[src/rtl/rowcopy_pkg.sv]
package rowcopy_pkg;

  typedef enum logic [1:0] {
    OP_ACT = 2'd0,
    OP_PRE = 2'd1,
    OP_XRD = 2'd2,
    OP_XWR = 2'd3
  } cmd_op_e;

  typedef enum logic [1:0] {
    MODE_INTRA = 2'd0,
    MODE_BANK  = 2'd1,
    MODE_SUBA  = 2'd2
  } copy_mode_e;

  typedef enum logic [1:0] {
    SLOT_SRC = 2'd0,
    SLOT_DST = 2'd1,
    SLOT_TMP = 2'd2
  } slot_e;

  typedef struct packed {
    cmd_op_e op;
    slot_e   slot;
    logic    last;
  } step_t;

  localparam int STEP_W = 4;

  function automatic step_t mk(cmd_op_e o, slot_e s, logic l);
    step_t r;
    r.op = o;
    r.slot = s;
    r.last = l;
    return r;
  endfunction

  // Command program for each placement mode, one entry per step.
  function automatic step_t step_lookup(copy_mode_e m, logic [STEP_W-1:0] i);
    step_t r;
    r = mk(OP_PRE, SLOT_DST, 1'b1);
    case (m)
      MODE_INTRA: begin
        case (i)
          4'd0:    r = mk(OP_ACT, SLOT_SRC, 1'b0);
          4'd1:    r = mk(OP_ACT, SLOT_DST, 1'b0);
          default: r = mk(OP_PRE, SLOT_DST, 1'b1);
        endcase
      end
      MODE_BANK: begin
        case (i)
          4'd0:    r = mk(OP_ACT, SLOT_SRC, 1'b0);
          4'd1:    r = mk(OP_ACT, SLOT_DST, 1'b0);
          4'd2:    r = mk(OP_XRD, SLOT_SRC, 1'b0);
          4'd3:    r = mk(OP_XWR, SLOT_DST, 1'b0);
          4'd4:    r = mk(OP_PRE, SLOT_SRC, 1'b0);
          default: r = mk(OP_PRE, SLOT_DST, 1'b1);
        endcase
      end
      MODE_SUBA: begin
        case (i)
          4'd0:    r = mk(OP_ACT, SLOT_SRC, 1'b0);
          4'd1:    r = mk(OP_ACT, SLOT_TMP, 1'b0);
          4'd2:    r = mk(OP_XRD, SLOT_SRC, 1'b0);
          4'd3:    r = mk(OP_XWR, SLOT_TMP, 1'b0);
          4'd4:    r = mk(OP_PRE, SLOT_TMP, 1'b0);
          4'd5:    r = mk(OP_ACT, SLOT_TMP, 1'b0);
          4'd6:    r = mk(OP_ACT, SLOT_DST, 1'b0);
          4'd7:    r = mk(OP_XRD, SLOT_TMP, 1'b0);
          4'd8:    r = mk(OP_XWR, SLOT_DST, 1'b0);
          default: r = mk(OP_PRE, SLOT_DST, 1'b1);
        endcase
      end
      default: r = mk(OP_PRE, SLOT_DST, 1'b1);
    endcase
    return r;
  endfunction

endpackage

[src/rtl/rowcopy_classify.sv]
module rowcopy_classify
  import rowcopy_pkg::*;
#(
  parameter int SUBARRAYS = 4,
  parameter int BANK_W    = 2,
  parameter int SA_W      = 2,
  parameter int ROW_W     = 6
) (
  input  logic                      zero,
  input  logic [BANK_W-1:0]         src_bank,
  input  logic [SA_W-1:0]           src_sa,
  input  logic [ROW_W-1:0]          src_row,
  input  logic [BANK_W-1:0]         dst_bank,
  input  logic [SA_W-1:0]           dst_sa,
  input  logic [ROW_W-1:0]          dst_row,
  input  logic [SUBARRAYS*ROW_W-1:0] temp_rows,
  input  logic [SUBARRAYS*ROW_W-1:0] zero_rows,
  output logic [BANK_W-1:0]         eff_src_bank,
  output logic [SA_W-1:0]           eff_src_sa,
  output logic [ROW_W-1:0]          eff_src_row,
  output logic [ROW_W-1:0]          tmp_row,
  output copy_mode_e                mode,
  output logic                      reject,
  output logic                      same
);

  logic [ROW_W-1:0] zrow;

  always_comb begin
    zrow    = zero_rows[dst_sa*ROW_W +: ROW_W];
    tmp_row = temp_rows[dst_sa*ROW_W +: ROW_W];

    if (zero) begin
      eff_src_bank = dst_bank;
      eff_src_sa   = dst_sa;
      eff_src_row  = zrow;
    end else begin
      eff_src_bank = src_bank;
      eff_src_sa   = src_sa;
      eff_src_row  = src_row;
    end

    reject = (dst_row == tmp_row) || (dst_row == zrow);
    same   = (eff_src_bank == dst_bank) && (eff_src_sa == dst_sa) &&
             (eff_src_row == dst_row);

    if (eff_src_bank != dst_bank) mode = MODE_BANK;
    else if (eff_src_sa != dst_sa) mode = MODE_SUBA;
    else                           mode = MODE_INTRA;
  end

endmodule

[src/rtl/rowcopy_gap.sv]
module rowcopy_gap #(
  parameter int BANKS  = 4,
  parameter int BANK_W = 2,
  parameter int GAP_W  = 4
) (
  input  logic              clk,
  input  logic              rst_n,
  input  logic              issue,
  input  logic [BANK_W-1:0] issue_bank,
  input  logic [GAP_W-1:0]  gap,
  output logic [BANKS-1:0]  free
);

  logic [GAP_W-1:0] reload;
  assign reload = (gap == '0) ? '0 : gap - 1'b1;

  for (genvar b = 0; b < BANKS; b++) begin : g_bank
    logic [GAP_W-1:0] cnt;
    always_ff @(posedge clk) begin
      if (!rst_n) begin
        cnt <= '0;
      end else if (issue && (issue_bank == BANK_W'(b))) begin
        cnt <= reload;
      end else if (cnt != '0) begin
        cnt <= cnt - 1'b1;
      end
    end
    assign free[b] = (cnt == '0);
  end

endmodule

[src/rtl/rowcopy_seq.sv]
module rowcopy_seq
  import rowcopy_pkg::*;
#(
  parameter int BANKS     = 4,
  parameter int SUBARRAYS = 4,
  parameter int ROW_W     = 6,
  parameter int GAP_W     = 4,
  localparam int BANK_W   = $clog2(BANKS),
  localparam int SA_W     = $clog2(SUBARRAYS)
) (
  input  logic                       clk,
  input  logic                       rst_n,
  input  logic                       req_valid,
  output logic                       req_ready,
  input  logic                       req_zero,
  input  logic [BANK_W-1:0]          req_src_bank,
  input  logic [SA_W-1:0]            req_src_sa,
  input  logic [ROW_W-1:0]           req_src_row,
  input  logic [BANK_W-1:0]          req_dst_bank,
  input  logic [SA_W-1:0]            req_dst_sa,
  input  logic [ROW_W-1:0]           req_dst_row,
  input  logic [GAP_W-1:0]           cfg_gap,
  input  logic [SUBARRAYS*ROW_W-1:0] cfg_temp_rows,
  input  logic [SUBARRAYS*ROW_W-1:0] cfg_zero_rows,
  output logic                       cmd_valid,
  input  logic                       cmd_ready,
  output logic [1:0]                 cmd_op,
  output logic [BANK_W-1:0]          cmd_bank,
  output logic [SA_W-1:0]            cmd_sa,
  output logic [ROW_W-1:0]           cmd_row,
  output logic                       done,
  output logic                       err
);

  typedef enum logic [1:0] {ST_IDLE, ST_RUN, ST_DONE} state_e;

  state_e            st;
  copy_mode_e        mode_q;
  logic              err_q;
  logic [STEP_W-1:0] step_q;
  logic [BANK_W-1:0] s_bank, d_bank;
  logic [SA_W-1:0]   s_sa, d_sa;
  logic [ROW_W-1:0]  s_row, d_row, t_row;

  logic [BANK_W-1:0] c_src_bank;
  logic [SA_W-1:0]   c_src_sa;
  logic [ROW_W-1:0]  c_src_row, c_tmp_row;
  copy_mode_e        c_mode;
  logic              c_reject, c_same;

  rowcopy_classify #(
    .SUBARRAYS(SUBARRAYS), .BANK_W(BANK_W), .SA_W(SA_W), .ROW_W(ROW_W)
  ) u_classify (
    .zero(req_zero),
    .src_bank(req_src_bank), .src_sa(req_src_sa), .src_row(req_src_row),
    .dst_bank(req_dst_bank), .dst_sa(req_dst_sa), .dst_row(req_dst_row),
    .temp_rows(cfg_temp_rows), .zero_rows(cfg_zero_rows),
    .eff_src_bank(c_src_bank), .eff_src_sa(c_src_sa), .eff_src_row(c_src_row),
    .tmp_row(c_tmp_row), .mode(c_mode), .reject(c_reject), .same(c_same)
  );

  step_t             cur;
  logic [BANKS-1:0]  bank_free;
  logic              issue, accept;

  assign cur = step_lookup(mode_q, step_q);

  always_comb begin
    case (cur.slot)
      SLOT_SRC: begin cmd_bank = s_bank; cmd_sa = s_sa; cmd_row = s_row; end
      SLOT_TMP: begin cmd_bank = d_bank; cmd_sa = d_sa; cmd_row = t_row; end
      default:  begin cmd_bank = d_bank; cmd_sa = d_sa; cmd_row = d_row; end
    endcase
  end

  assign cmd_op    = cur.op;
  assign req_ready = (st == ST_IDLE);
  assign accept    = req_valid && req_ready;
  assign cmd_valid = (st == ST_RUN) && bank_free[cmd_bank];
  assign issue     = cmd_valid && cmd_ready;
  assign done      = (st == ST_DONE);
  assign err       = done && err_q;

  rowcopy_gap #(.BANKS(BANKS), .BANK_W(BANK_W), .GAP_W(GAP_W)) u_gap (
    .clk(clk), .rst_n(rst_n), .issue(issue), .issue_bank(cmd_bank),
    .gap(cfg_gap), .free(bank_free)
  );

  always_ff @(posedge clk) begin
    if (!rst_n) begin
      st     <= ST_IDLE;
      err_q  <= 1'b0;
      step_q <= '0;
      mode_q <= MODE_INTRA;
      s_bank <= '0; s_sa <= '0; s_row <= '0;
      d_bank <= '0; d_sa <= '0; d_row <= '0; t_row <= '0;
    end else begin
      case (st)
        ST_IDLE: begin
          if (accept) begin
            s_bank <= c_src_bank; s_sa <= c_src_sa; s_row <= c_src_row;
            d_bank <= req_dst_bank; d_sa <= req_dst_sa; d_row <= req_dst_row;
            t_row  <= c_tmp_row;
            mode_q <= c_mode;
            step_q <= '0;
            err_q  <= c_reject;
            st     <= (c_reject || c_same) ? ST_DONE : ST_RUN;
          end
        end
        ST_RUN: begin
          if (issue) begin
            if (cur.last) st <= ST_DONE;
            else          step_q <= step_q + 1'b1;
          end
        end
        default: st <= ST_IDLE;
      endcase
    end
  end

endmodule

[config.mk]
export PLATFORM = sky130hd
export DESIGN_NAME = rowcopy_seq
export DESIGN_NICKNAME = d
export VERILOG_FILES = /design/src/rtl/rowcopy_pkg.sv /design/src/rtl/rowcopy_classify.sv /design/src/rtl/rowcopy_gap.sv /design/src/rtl/rowcopy_seq.sv
export SDC_FILE = /design/constraint.sdc
export NUM_CORES = 1
export LEC_CHECK = 0
export BUFFER_PORTS_ARGS = -buffer_cell sky130_fd_sc_hd__buf_4
export CAP_MARGIN = 20
export CELL_PAD_IN_SITES_DETAIL_PLACEMENT = 1
export CELL_PAD_IN_SITES_GLOBAL_PLACEMENT = 2
export CORE_MARGIN = 8
export CORE_UTILIZATION = 34
export CTS_BUF_LIST = sky130_fd_sc_hd__clkbuf_4 sky130_fd_sc_hd__clkbuf_8 sky130_fd_sc_hd__clkbuf_16
export CTS_CLUSTER_SIZE = 10
export DETAILED_ROUTE_END_ITERATION = 10
export HOLD_SLACK_MARGIN = 0.1
export PLACE_DENSITY = 0.91
export SYNTH_ARGS = -nofsm -noshare
export SYNTH_HDL_FRONTEND = slang
export SYNTH_SLANG_ARGS = --single-unit
[constraint.sdc]
create_clock -name clk -period 7.2 [get_ports clk]
set_input_delay 0.36 -clock clk [delete_from_list [all_inputs] [get_ports clk]]
set_output_delay 0.36 -clock clk [all_outputs]
set_load 0.02 [all_outputs]
==> impl_results.md <==
* Pre-CTS WS at 3.673 ns
* Post-synthesis compound-gate area fraction at 18.52%
* Multiplexer share of the synthesized area at 14.80%
* Vias after detailed routing at 3329
* Reg2reg setup slack at 3.64 ns
* Top FF cell, synth: dfxtp_1
* Rel. slew slack at 43.51%
* Crit-path leading delay family: compound AO/OA/AOI/OAI gates
* Post-layout nets at 589
* Post-synth design cell area at 3635 um^2
* Final worst slack at 3.643 ns
* Clock skew at 0.006641 ns
* Core area at 10370 um^2
* Reg2Reg Depth at 12
* Area Overhead vs Synth at 25.96%
* Synth Area in Simple Gates at 20.79%
* CP Cell Sequence: inv_1 -> ha_1 -> nor4b_1 -> o31ai_1 -> a211oi_2 -> a21boi_0 -> o21ai_0 -> a32oi_2 -> and2_4 -> a311o_1 -> mux2_4 -> o211a_1
* Hold path startpoint: req_valid
* Seq/Total Area, Yosys at 30.84%
* Die Y at 119.4 um
* Root buffer cell: clkbuf_8
* Final hold violations at 0
* Synth warn at 0
* Reg2reg start: step_q[0]
* Slowest cell delay on critical path at 0.43 ns
* Post-Synth Adder-Cell Area at 4.131%
* Largest family of logic cells by synthesized area: simple AND/OR/NAND/NOR gates
* Worst skew pair latency at 0.31 ns
* Post-route cell area at 4578 um^2
* Buffers & Inverters on Critical Path at 1
* Final min period at 3.557 ns
* Leakage power at 2.052 nW
* Sink Count at 56
* Post-DP HPWL at 8649 um
* Tightest Pin Transition at 0.8455 ns
* GPL Wtd Cong at 0.8130
* Yosys reg bits at 56
* Max-cap check violation count at 0
* CP Launch Type: flop
* CTS buffer count at 5
* WL/cell at 16.91 um
* RSZ-0062 raised after global routing: no
* Post-DP Area at 4441 um^2
* Fmax at 281.1 MHz
* Largest net degree at the start of global routing at 56
* Fin crit share at 49.40%
* Max stage delay cell, worst path: dfxtp_1
* Synth Instances at 417
* Worst hold stages at 2
* CP max FO at 7
* Tot GR Track Use at 15.25%
* Reg clk slew, reported paths at 0.11 ns
* Yosys top cell by area: dfxtp_1
* Worst Path Arrival at 3.77 ns
* Worst min-delay path class: in2reg
* Setup violations, final at 0
* Share of layout cells above drive strength 1 at 25.15%
* Kind of end point of the critical path: flop
* Die area at 14260 um^2
* DR pass1 iterations at 4
* CP Class: reg2reg
* Worst vdd ir at 0.1118 mV
* Starting DRC count in detailed routing at 90
* Row cnt at 37
* IO Count at 93
* Post-synth EDFFs at 0
* Worst Path Required at 7.41 ns
* WL final at 10770 um
* Distinct cells, synth at 52
* Synthesized-area fraction occupied by xor and xnor cells at 7.229%
* Die Width at 119.4 um
* Syn_area_per_cell at 8.716 um^2
* CTS tree: built
* Cts repair resizes at 0
* Yosys top cell area share at 30.84%
* Initial core utilization at 35.05%
* Antenna-violating nets left at 0
* Hold_buf cts at 0
* Number of remaining DRC errors at 0
* Grt ovf at 0
* Asr flop ratio synth at 0%
* Clock Tree Buf Depth at 2
* Setup_tns at 0 ns
* First-pass GRT wire length at 18080 um
* Syn_nets at 506
* P per Cell Area at 254.3 nW/um^2
* CTS H-tree depth at 2
* Worst Hold End: st[0]
* Slew Limit Fails at 0
* N_diodes at 0
* Synth top area cells: dfxtp_1 (31%), mux4_2 (7.4%), nand2_1 (6.8%)
* Initial antenna violation count at 0
* Number of setup buffers added after CTS at 0
* Status: completed
* Port Buffers at 92
* DR vias/cell at 5.226
* Vias in the first global route at 3657
## metal layers
metal	up-vias	share of wire, %	track usage (%)
li1	1654	-	-
met1	1566	42	17.25
met2	100	50	27.47
met3	9	6.9	4.535
met4	0	1.2	3.747
met5	-	0	0
## layout make-up
| cell class | instances | area, um^2 |
|---|---|---|
| Clock buffer | 5 | 68.82 |
| Clock inverter | 3 | 68.82 |
| Fill cell | 1277 | 5792 |
| Inverter | 17 | 63.81 |
| Multi-Input combinational cell | 326 | 2380 |
| Sequential cell | 56 | 1121 |
| Tap cell | 136 | 170.2 |
| Timing Repair Buffer | 94 | 705.7 |
## cells by family after synthesis
kind of cell	count (synthesis)
buf+inv	35
xor+xnor	30
flops	56
mux	38
fa+ha+maj	12
simple gates	154
compound gates	92
## cell usage after synthesis (2+ instances only)
| library cell | n |
|---|---|
| a21boi_0 | 19 |
| a21oi_1 | 9 |
| a31oi_1 | 7 |
| and2_1 | 13 |
| and2_4 | 2 |
| and3_1 | 2 |
| buf_2 | 2 |
| clkbuf_1 | 15 |
| dfxtp_1 | 56 |
| ha_1 | 12 |
| inv_1 | 17 |
| mux2_2 | 2 |
| mux2i_1 | 23 |
| mux4_2 | 12 |
| nand2_1 | 66 |
| nand3_1 | 6 |
| nand4_1 | 5 |
| nor2_1 | 19 |
| nor2b_1 | 12 |
| nor3_1 | 9 |
| nor3b_1 | 8 |
| o211a_1 | 12 |
| o211ai_1 | 2 |
| o21ai_0 | 18 |
| o21ai_2 | 2 |
| o22ai_1 | 8 |
| o31ai_1 | 3 |
| or3_1 | 4 |
| xnor2_1 | 22 |
| xor2_1 | 8 |
## worst register-to-register path, stage by stage, from the launching register on
cell and delay, ns:
dfxtp_1 0.43, inv_1 0.12, ha_1 0.24, nor4b_1 0.15, o31ai_1 0.37, a211oi_2 0.12, a21boi_0 0.35, o21ai_0 0.17
a32oi_2 0.38, and2_4 0.23, a311o_1 0.37, mux2_4 0.33, o211a_1 0.20
## where the power goes
group,total (mW),leakage [nW],internal [mW],switching [mW]
combinational,0.507,1.52,0.244,0.263
sequential,0.404,0.460,0.363,0.0408
clock,0.253,0.0687,0.140,0.113
total,1.16,2.05,0.747,0.417
## metrics by stage
stage / power (mW) / hold WS, ns / util (%) / std cells
2_1_floorplan: 0.7638 / 0.4410 / - / 417
3_3_place_gp: 0.8930 / 0.4537 / 42.82 / 629
3_5_place_dp: 0.9223 / 0.4619 / 42.82 / 629
4_1_cts: 1.179 / 0.3121 / 44.15 / 637
5_1_grt: 1.254 / 0.3126 / 44.15 / 637
6_report: 1.164 / 0.3168 / 44.15 / 637
## sequential cells by signal, indices dropped and copies added (netlist names), 4 cells and up, named ones only
name              flops
t_row                 6
d_row                 6
s_row                 6
step_q                4
u_gap.g_bank.cnt     16
## worst max path at each step
stage                     startpoint    to  slack, ns  cells after the start
final                      step_q[0]  flop       3.64                     12
after floorplan            step_q[0]  flop       4.13                     12
after global routing       step_q[0]  flop       3.40                     12
after detailed placement   step_q[0]  flop       3.67                     12
after global placement     step_q[0]  flop       3.82                     12
after CTS                  step_q[0]  flop       3.63                     12
## cells in the final DEF (no fill, tap or decap), drive strengths merged, types with 2 or more instances in the layout
master  count
nand4       5
dfxtp      56
xnor2      22
nor2b      12
ha         12
o211ai      2
bufinv      2
nor3        9
mux4       12
nand2      66
mux2i      23
o211a      13
inv        18
xor2        8
mux2        3
and2       16
nor2       19
a32oi       2
a31oi       7
and3        2
o31ai       3
o21ai      21
or3         4
nand3       6
nor3b       8
clkbuf      5
a21oi       9
a21boi     19
o22ai       8
buf        94
Power figures use the tool's default switching activity.
